### src/rtl/seqwd_pkg.sv
package seqwd_pkg;
  localparam int A_REV  = 0;
  localparam int A_SYSC = 1;
  localparam int A_CTRL = 2;  // first posted register; posted channel i sits at A_CTRL+i
  localparam int A_CNT  = 3;
  localparam int A_LOAD = 4;
  localparam int A_TRIG = 5;
  localparam int A_KEY  = 6;
  localparam int A_BUSY = 7;
  localparam int NCH    = 5;  // posted channels: ctrl, counter, load, refresh, key

  localparam logic [15:0] KEY_ARM1 = 16'hBBBB;
  localparam logic [15:0] KEY_ARM2 = 16'h4444;
  localparam logic [15:0] KEY_DIS1 = 16'hAAAA;
  localparam logic [15:0] KEY_DIS2 = 16'h5555;

  typedef enum logic [1:0] {KS_IDLE, KS_ARM_HALF, KS_DIS_HALF} keystate_e;

  // Prescale terminal value: 2^v - 1
  function automatic logic [6:0] div_last(input logic [2:0] v);
    return 7'((8'd1 << v) - 8'd1);
  endfunction

  // Next counter value on a step, given the arm state
  function automatic logic [31:0] step_value(input logic [31:0] c, input logic [31:0] ld,
                                             input logic armed);
    if (c == 32'hFFFF_FFFF) return armed ? ld : 32'd0;
    return c + 32'd1;
  endfunction
endpackage

### src/rtl/seqwd_post.sv
module seqwd_post #(
  parameter int W     = 32,
  parameter int DELAY = 4
) (
  input  logic         clk,
  input  logic         rst,
  input  logic         tick,
  input  logic         wr,
  input  logic [W-1:0] wdata,
  output logic         pend,
  output logic         commit,
  output logic [W-1:0] data
);
  localparam int CW = $clog2(DELAY + 1);

  logic          pend_q;
  logic [CW-1:0] cnt_q;
  logic [W-1:0]  shadow_q;
  logic          accept;

  assign accept = wr && !pend_q;
  assign commit = pend_q && tick && (cnt_q == CW'(DELAY - 1));
  assign pend   = pend_q;
  assign data   = shadow_q;

  always_ff @(posedge clk) begin
    if (rst) begin
      pend_q   <= 1'b0;
      cnt_q    <= '0;
      shadow_q <= '0;
    end else if (accept) begin
      pend_q   <= 1'b1;
      cnt_q    <= '0;
      shadow_q <= wdata;
    end else if (commit) begin
      pend_q   <= 1'b0;
    end else if (pend_q && tick) begin
      cnt_q    <= cnt_q + 1'b1;
    end
  end

  // a busy bit can only drop on a slow tick
  a_r6_busy_until_tick: assert property (@(posedge clk) disable iff (rst)
    (pend_q && !tick && !accept) |=> pend_q);
  // a write to a busy channel leaves the held value alone
  a_r7_busy_write_dropped: assert property (@(posedge clk) disable iff (rst)
    (wr && pend_q) |=> $stable(shadow_q));
endmodule

### src/rtl/seqwd_presc.sv
module seqwd_presc #(
  parameter int PTV_W = 3
) (
  input  logic             clk,
  input  logic             rst,
  input  logic             tick,
  input  logic             en,
  input  logic [PTV_W-1:0] ptv,
  input  logic             clr,
  output logic             step
);
  import seqwd_pkg::*;
  localparam int DW = (1 << PTV_W) - 1;

  logic [DW-1:0] div_q;
  logic          hit;

  assign hit  = (div_q == DW'(div_last(3'(ptv))));
  assign step = tick && (!en || hit);

  always_ff @(posedge clk) begin
    if (rst || clr)       div_q <= '0;
    else if (tick && en)  div_q <= hit ? '0 : div_q + 1'b1;
  end

  // a step never happens without a slow tick
  a_r8_step_needs_tick: assert property (@(posedge clk) disable iff (rst)
    step |-> tick);
endmodule

### src/rtl/seqwd_keyseq.sv
module seqwd_keyseq #(
  parameter int W = 32
) (
  input  logic         clk,
  input  logic         rst,
  input  logic         commit,
  input  logic [W-1:0] key,
  output logic         armed
);
  import seqwd_pkg::*;

  keystate_e st_q;
  logic      armed_q;

  always_ff @(posedge clk) begin
    if (rst) begin
      st_q    <= KS_IDLE;
      armed_q <= 1'b0;
    end else if (commit) begin
      unique case (st_q)
        KS_IDLE: begin
          if (key == W'(KEY_ARM1))      st_q <= KS_ARM_HALF;
          else if (key == W'(KEY_DIS1)) st_q <= KS_DIS_HALF;
        end
        KS_ARM_HALF: begin
          if (key == W'(KEY_ARM2)) armed_q <= 1'b1;
          st_q <= KS_IDLE;
        end
        KS_DIS_HALF: begin
          if (key == W'(KEY_DIS2)) armed_q <= 1'b0;
          st_q <= KS_IDLE;
        end
        default: st_q <= KS_IDLE;
      endcase
    end
  end

  assign armed = armed_q;

  // arming only follows the second arm word
  a_r2_arm_on_pair: assert property (@(posedge clk) disable iff (rst)
    $rose(armed_q) |-> $past(commit && key == W'(KEY_ARM2)));
  // disarming only follows the second disarm word
  a_r3_disarm_on_pair: assert property (@(posedge clk) disable iff (rst)
    $fell(armed_q) |-> $past(commit && key == W'(KEY_DIS2)));
  // state only moves on a committed key word
  a_r4_idle_without_key: assert property (@(posedge clk) disable iff (rst)
    !commit |=> $stable(armed_q));
endmodule

### src/rtl/seqwd_timer.sv
module seqwd_timer #(
  parameter int          ADDR_W = 3,
  parameter int          DATA_W = 32,
  parameter int          PTV_W  = 3,
  parameter int          DELAY  = 4,
  parameter logic [7:0]  REV_ID = 8'h21
) (
  input  logic              clk,
  input  logic              rst,
  input  logic              slow_tick,
  input  logic [ADDR_W-1:0] bus_addr,
  input  logic              bus_we,
  input  logic [DATA_W-1:0] bus_wdata,
  output logic [DATA_W-1:0] bus_rdata,
  output logic              wd_rst_req
);
  import seqwd_pkg::*;

  localparam logic [DATA_W-1:0] CTRL_MASK = DATA_W'(6'h3C);
  localparam logic [DATA_W-1:0] CNT_MAX   = '1;
  localparam int               PEN_BIT   = PTV_W + 2;

  logic [NCH-1:0]    ch_pend, ch_commit;
  logic [DATA_W-1:0] ch_data [NCH];

  for (genvar i = 0; i < NCH; i++) begin : g_post
    localparam logic [ADDR_W-1:0] CH_ADDR = ADDR_W'(A_CTRL + i);
    seqwd_post #(.W(DATA_W), .DELAY(DELAY)) u_post (
      .clk(clk), .rst(rst), .tick(slow_tick),
      .wr(bus_we && bus_addr == CH_ADDR), .wdata(bus_wdata),
      .pend(ch_pend[i]), .commit(ch_commit[i]), .data(ch_data[i]));
  end

  logic [DATA_W-1:0] ctrl_q, cnt_q, load_q, trig_q, key_q;
  logic              sysc_q, armed, step, trig_reload, cnt_write, rst_q;

  assign cnt_write   = ch_commit[1];
  assign trig_reload = ch_commit[3] && (ch_data[3] != trig_q);

  seqwd_presc #(.PTV_W(PTV_W)) u_presc (
    .clk(clk), .rst(rst), .tick(slow_tick), .en(ctrl_q[PEN_BIT]),
    .ptv(ctrl_q[PEN_BIT-1:2]), .clr(ch_commit[0]), .step(step));

  seqwd_keyseq #(.W(DATA_W)) u_keys (
    .clk(clk), .rst(rst), .commit(ch_commit[4]), .key(ch_data[4]), .armed(armed));

  always_ff @(posedge clk) begin
    if (rst) begin
      ctrl_q <= '0; load_q <= '0; trig_q <= '0; key_q <= '0; sysc_q <= 1'b0;
    end else begin
      if (ch_commit[0]) ctrl_q <= ch_data[0] & CTRL_MASK;
      if (ch_commit[2]) load_q <= ch_data[2];
      if (ch_commit[3]) trig_q <= ch_data[3];
      if (ch_commit[4]) key_q  <= ch_data[4];
      if (bus_we && bus_addr == ADDR_W'(A_SYSC)) sysc_q <= bus_wdata[0];
    end
  end

  always_ff @(posedge clk) begin
    if (rst) begin
      cnt_q <= '0;
      rst_q <= 1'b0;
    end else begin
      rst_q <= step && !cnt_write && !trig_reload && armed && (cnt_q == CNT_MAX);
      if (cnt_write)        cnt_q <= ch_data[1];
      else if (trig_reload) cnt_q <= load_q;
      else if (step)        cnt_q <= step_value(cnt_q, load_q, armed);
    end
  end

  assign wd_rst_req = rst_q;

  always_comb begin
    unique case (bus_addr)
      ADDR_W'(A_REV):  bus_rdata = DATA_W'(REV_ID);
      ADDR_W'(A_SYSC): bus_rdata = DATA_W'(sysc_q);
      ADDR_W'(A_CTRL): bus_rdata = ctrl_q;
      ADDR_W'(A_CNT):  bus_rdata = cnt_q;
      ADDR_W'(A_LOAD): bus_rdata = load_q;
      ADDR_W'(A_TRIG): bus_rdata = trig_q;
      ADDR_W'(A_KEY):  bus_rdata = key_q;
      default:         bus_rdata = DATA_W'(ch_pend);
    endcase
  end

  // a reset request only follows a step taken while armed
  a_r9_req_only_armed: assert property (@(posedge clk) disable iff (rst)
    wd_rst_req |-> $past(armed && step));
  // an armed wrap lands on the load value
  a_r9_req_reloads: assert property (@(posedge clk) disable iff (rst)
    wd_rst_req |-> cnt_q == $past(load_q));
  // a changed refresh value puts the load value in the counter
  a_r5_refresh_reload: assert property (@(posedge clk) disable iff (rst)
    (trig_reload && !cnt_write) |=> cnt_q == $past(load_q));
endmodule

### config.mk
export PLATFORM = sky130hd
export DESIGN_NAME = seqwd_timer
export DESIGN_NICKNAME = d
export VERILOG_FILES = /design/src/rtl/seqwd_pkg.sv /design/src/rtl/seqwd_post.sv /design/src/rtl/seqwd_presc.sv /design/src/rtl/seqwd_keyseq.sv /design/src/rtl/seqwd_timer.sv
export SDC_FILE = /design/constraint.sdc
export NUM_CORES = 1
export LEC_CHECK = 0
export ABC_CLOCK_PERIOD_IN_PS = 3900
export CORE_MARGIN = 4
export CORE_UTILIZATION = 60
export DETAILED_ROUTE_END_ITERATION = 7
export DONT_BUFFER_PORTS = 1
export PLACE_DENSITY_LB_ADDON = 0.2
export SETUP_SLACK_MARGIN = 0.2
export SLEW_MARGIN = 20
export SYNTH_ARGS = -nofsm -noshare
export SYNTH_HDL_FRONTEND = slang
export SYNTH_SLANG_ARGS = --single-unit
### constraint.sdc
create_clock -name clk -period 3.9 [get_ports clk]
set_input_delay 0.195 -clock clk [delete_from_list [all_inputs] [get_ports clk]]
set_output_delay 0.195 -clock clk [all_outputs]
set_load 0.03 [all_outputs]
# After elaboration in Yosys (flattened, before gate mapping)
# Index checks and enable logic that the tools add are counted.
# totals
reg_bits,298
elab_cells,150
# classes
n_addsub,8
n_eq_ne,23
shifts,1
muxes,29
bitwise_logic,5
n_reduce_logical,59
# ops
op,n
case mux 32 bit (7 select lines),1
2-to-1 mux 32 bit,6
"== test 32 x 15 -> 1 bit, second input constant",2
"== test 32 x 16 -> 1 bit, second input constant",2
"adder 32 x 1 -> 32 bit, second input constant",1
"== test 32 bit, second input constant",1
inequality test 32 bit,1
logical AND 1 bit,28
"== test 3 x 2 -> 1 bit, second input constant",7
2-to-1 mux 1 bit,17
"adder 3 x 1 -> 3 bit, second input constant",5
AND reduction 2 bit,6
nonzero test 2 bit,6
OR reduction 2 bit,5
"== test 3 bit, second input constant",3
logical NOT 1 bit,8
"adder 7 x 1 -> 7 bit, second input constant",1
== test 7 bit,1
2-to-1 mux 7 bit,1
"<< shifter 1 x 3 -> 7 bit, first input constant",1
"subtractor 7 x 1 -> 7 bit, second input constant",1
2-to-1 mux 2 bit,3
NOT 1 bit,5
"inequality test 2 x 1 -> 1 bit, second input constant",2
10 further kinds,11

# Longest topological paths before layout
# logic_depth
ltp_word,13
ltp_mapped,13
mapped_depth_nobuf,10

# Cells and area by module
# Synthesis repeated with hierarchy kept, for this count alone.
# unflattened
cells_unflattened,1699
hier_area_um2,14800.4
# modules_own_cells
module,n_inst,cells_each,area_each_um2
seqwd_timer,1,820,7219.4
seqwd_post,5,158,1363.8
seqwd_presc,1,56,471.7
seqwd_keyseq,1,33,290.3

# Worst setup path before layout
# OpenSTA, ideal clock, no wires.
# synth_path
path_kind,reg2reg
startpoint,register ctrl_q[3]
endpoint,register cnt_q[21]
setup_time_ns,0.087
arrival_time_ns,2.854
required_time_ns,3.813
setup_slack_ns,0.959
path_stages_with_launch,12
path_buffers,3
synth_period_minus_slack_ns,2.941
cell_sequence,dfxtp_1 > buf_2 > or3_1 > ha_1 > and4_1 > or4_4 > a211oi_2 > a41oi_2 > and3_1 > buf_6 > buf_6 > o31ai_1
# synth_via
elab_chain_cells,6
# synth_rtl
element,line_no,rtl
start: declaration,seqwd_timer.sv:34,"logic [DATA_W-1:0] ctrl_q, cnt_q, load_q, trig_q, key_q;"
start signal: assignment,seqwd_timer.sv:51,if (ch_commit[0]) ctrl_q <= ch_data[0] & CTRL_MASK;
<< shifter 1 x 3 -> 7 bit,seqwd_pkg.sv:21,return 7'((8'd1 << v) - 8'd1);
subtractor 7 x 1 -> 7 bit,seqwd_pkg.sv:21,
== test 7 bit,seqwd_presc.sv:18,assign hit = (div_q == DW'(div_last(3'(ptv))));
logical OR 1 bit,seqwd_presc.sv:19,assign step = tick && (!en || hit);
logical AND 1 bit,seqwd_presc.sv:19,
nonzero test 3 bit (no line),-,
end signal: assignment,seqwd_timer.sv:65,if (cnt_write) cnt_q <= ch_data[1];
end signal: assignment,seqwd_timer.sv:66,else if (trig_reload) cnt_q <= load_q;
end signal: assignment,seqwd_timer.sv:67,"else if (step) cnt_q <= step_value(cnt_q, load_q, armed);"
end: declaration,seqwd_timer.sv:34,
# No other way between the ends.
# A chain may end at the register's enable or synchronous reset.

# Final worst setup path
# layout_path
startpoint,register ctrl_q[3]
endpoint,register cnt_q[16]
# The elaborated chain is that of the path after synthesis.

==> out/qor.yml <==
timing:
  relSlewSlack: 0.244
  tightest_slew_ns: 1.12
  rsz0062_at_grt: "false"
  period_share: 0.870
  final.setup.worst_slack_ns: 0.508
  fmax_ghz: 0.295
  hold_viol: 0
  report.final.setup_viol: 0
  skew_ns: 0.0237
  drv_slew: 0
  tns_ns: 0
  fin_crit_ns: 3.39
logic_synthesis:
  syn_nets: 1771
  yosys_register_bits: 296
  yosys.area_share.simple: 0.248
  synth_xor_area_frac: 0.0401
  synth.distinct_cells: 68
  synth_top_family_by_area: "simple AND/OR/NAND/NOR gates"
  synthAdderAreaFrac: 0.0150
  syn_inst: 1716
  netlist_area_um2: 13300
  synth_mux_area_frac: 0.0167
  synth-edff-count: 0
  ys_warn_count: 0
  ys.flop_type: "dfxtp_1"
  synthArstFlopShare: 0
  synth_compound_area_frac: 0.192
  ys_seq_area_frac: 0.445
  avgSynthCellArea_um2: 7.77
pwr:
  power.total_w: 0.00635
  power_leakage_nw: 5.70
  p_per_area_nw_per_um2: 411
  ir_drop_mv: 0.351
global_route:
  antenna_found_initial: 3
  grt_max_degree: 204
  grt_use_total: 0.344
  grt_overflow_total: 0
  grt_pass1_wl_um: 68000
  grt_pass1_vias: 12200
final_layout:
  num_antenna_cells: 0
  drive_gt1_frac: 0.0529
  nFillCells: 1753
  syn2layout_area_growth_pct: 15.8
  nNetsFinal: 1811
  utilization: 0.707
routing:
  wirelength_um: 43300
  vias: 13000
  first_pass_iters: 7
  wl_per_cell_um: 21.1
  drt_iter0_drc: 1496
  ant_nets: 0
  drcViolationCount: 0
  viasPerCell: 6.33
die:
  die_area_um2: 24700
  initial_core_util: 0.611
  num_rows: 54
  core_um2: 21800
  fp.dieW_um: 157
  die_h_um: 157
  io_pins: 72
clock_tree:
  clk_pin_slew_ns: 0.06
  cts_setup_buffers: 0
  cts_resized: 0
  cts_htree_levels: 1
  clkSinkCount: 296
  cts_buffers: 31
  clockRootBuffer: "clkbuf_16"
  clockBufferDepth: 3
  cts_tree: "yes"
  clk_latency_ns: 0.56
placed_design:
  hpwl_um: 26400
  gp_congestion: 0.909
  dp_slack_ns: 0.572
  io_buffers: 0
worst_setup_path:
  critPathRequiredTime_ns: 4.34
  end_kind: "register"
  arrival_ns: 3.83
  critPathMaxFanout: 16
  cp-start-kind: "register"
  setup.worst_path.class: "register to register"
outcome:
  status: "completed"
flow_run:
  maxCapViolCount: 0
worst_hold_path:
  min_path_type: "input port to register"
[cell usage after synthesis (7+ instances only)]
cell        n  area, um^2
a211oi_1    7        52.6
ha_1       16         200
nand3b_1    7        52.6
xnor2_1    14         123
nand4_1    16         100
clkbuf_1  100         375
a221oi_1   20         175
and3_1     14        87.6
inv_1      21        78.8
o31ai_1     7        52.6
nor4_1     22         138
nand3_1    31         155
a21oi_1   246        1230
buf_2       7        35.0
mux2i_1    20         200
xor2_1     47         412
o21ai_0    18        90.1
nor3_1     23         115
dfxtp_1   296        5930
a22oi_1    54         405
nor2_1     78         293
nand2_1   528        1980
a222oi_1    8        80.1
o32ai_1    16         140
[registers in the layout, indices dropped and copies added, names as in the netlist, 2 cells and up]
name / flops
g_post.u_post.pend: 5
u_keys.st_q: 2
load_q: 32
u_presc.div_q: 7
key_q: 32
trig_q: 32
g_post.u_post.data: 132
cnt_q: 32
g_post.u_post.cnt_q: 15
ctrl_q: 4
[routing by layer]
metal / GRT usage / wire length [um]
met5: 0 / 13
met4: 0.125 / 1460
met3: 0.0599 / 4380
met2: 0.538 / 19600
met1: 0.482 / 17900
[cell usage in the layout, fill, tap and decap left out, types with 20 or more instances in the layout]
| cell | Yosys | layout |
|---|---|---|
| a21oi_1 | 246 | 246 |
| a221oi_1 | 20 | 20 |
| a22oi_1 | 54 | 54 |
| buf_4 | 1 | 24 |
| clkbuf_16 | 0 | 31 |
| dfxtp_1 | 296 | 296 |
| dlygate4sd3_1 | 0 | 101 |
| inv_1 | 21 | 21 |
| mux2i_1 | 20 | 20 |
| nand2_1 | 528 | 528 |
| nand3_1 | 31 | 31 |
| nor2_1 | 78 | 76 |
| nor3_1 | 23 | 22 |
| nor4_1 | 22 | 22 |
| xor2_1 | 47 | 47 |
[area by class of cell]
class	count	area, um^2	area share
clock inverters	11	133	0.00860
clock buffers	42	867	0.0562
flip-flops and latches	296	5930	0.384
inverters	22	82.6	0.00535
multi-input cells	1279	6850	0.444
repair buffers	126	1220	0.0790
well taps	280	350	0.0227
[cell families after synthesis]
logic type | after synthesis
adder cells (fa/ha/maj) | 16
AND/OR/NAND/NOR | 765
AO/OA/AOI/OAI | 415
multiplexers | 22
buffers and inverters | 141
flip-flops | 296
XOR/XNOR | 61
[worst max-delay path, stage by stage (launching register included)]
cell and delay, ns:
dfxtp_1 0.43, or3_1 0.40, ha_1 0.29, and4_1 0.25
o31ai_1 0.33, a211oi_2 0.13, a41oi_2 0.36, and3_1 0.71
nor2_1 0.12, a32o_1 0.25
[timing repair]
| action | CTS | global route |
|---|---|---|
| endpoints found under the hold margin | 274 | 0 |
| hold buffers | 102 | 0 |
| setup endpoints to repair | 0 | 0 |
[where the power goes]
| part | leakage (nW) | internal [W] | switching [W] |
|---|---|---|---|
| clock | 0.495 | 0.00174 | 0.00122 |
| sequential | 2.39 | 0.00306 | 0.0000325 |
| combinational | 2.82 | 0.000101 | 0.000197 |
[per-stage QoR]
stage / std cells / hold WS (ns) / cell area, um^2
after global placement: 1901 / 0.298 / 13400
after CTS: 2056 / 0.0131 / 15400
after detailed placement: 1901 / 0.299 / 13400
after global routing: 2056 / 0.0607 / 15400
final: 2056 / 0.0237 / 15400
after floorplan: 1716 / 0.331 / 13300
[worst paths after layout]
kind                                                from                       to  slack, ns  cells after the start
setup / recovery                  ctrl_q[3]$_SDFFE_PP0P_   cnt_q[16]$_SDFFE_PP0P_       0.51                      9
hold / removal                                 slow_tick    wd_rst_req$_SDFF_PP0_       0.02                      3
setup reg to reg                  ctrl_q[3]$_SDFFE_PP0P_   cnt_q[16]$_SDFFE_PP0P_       0.51                      9
hold reg to reg   g_post[2].u_post.data[12]$_SDFFE_PP0P_  load_q[12]$_SDFFE_PP0P_       0.45                      2
Note: power is estimated with default switching activity, not from simulation.
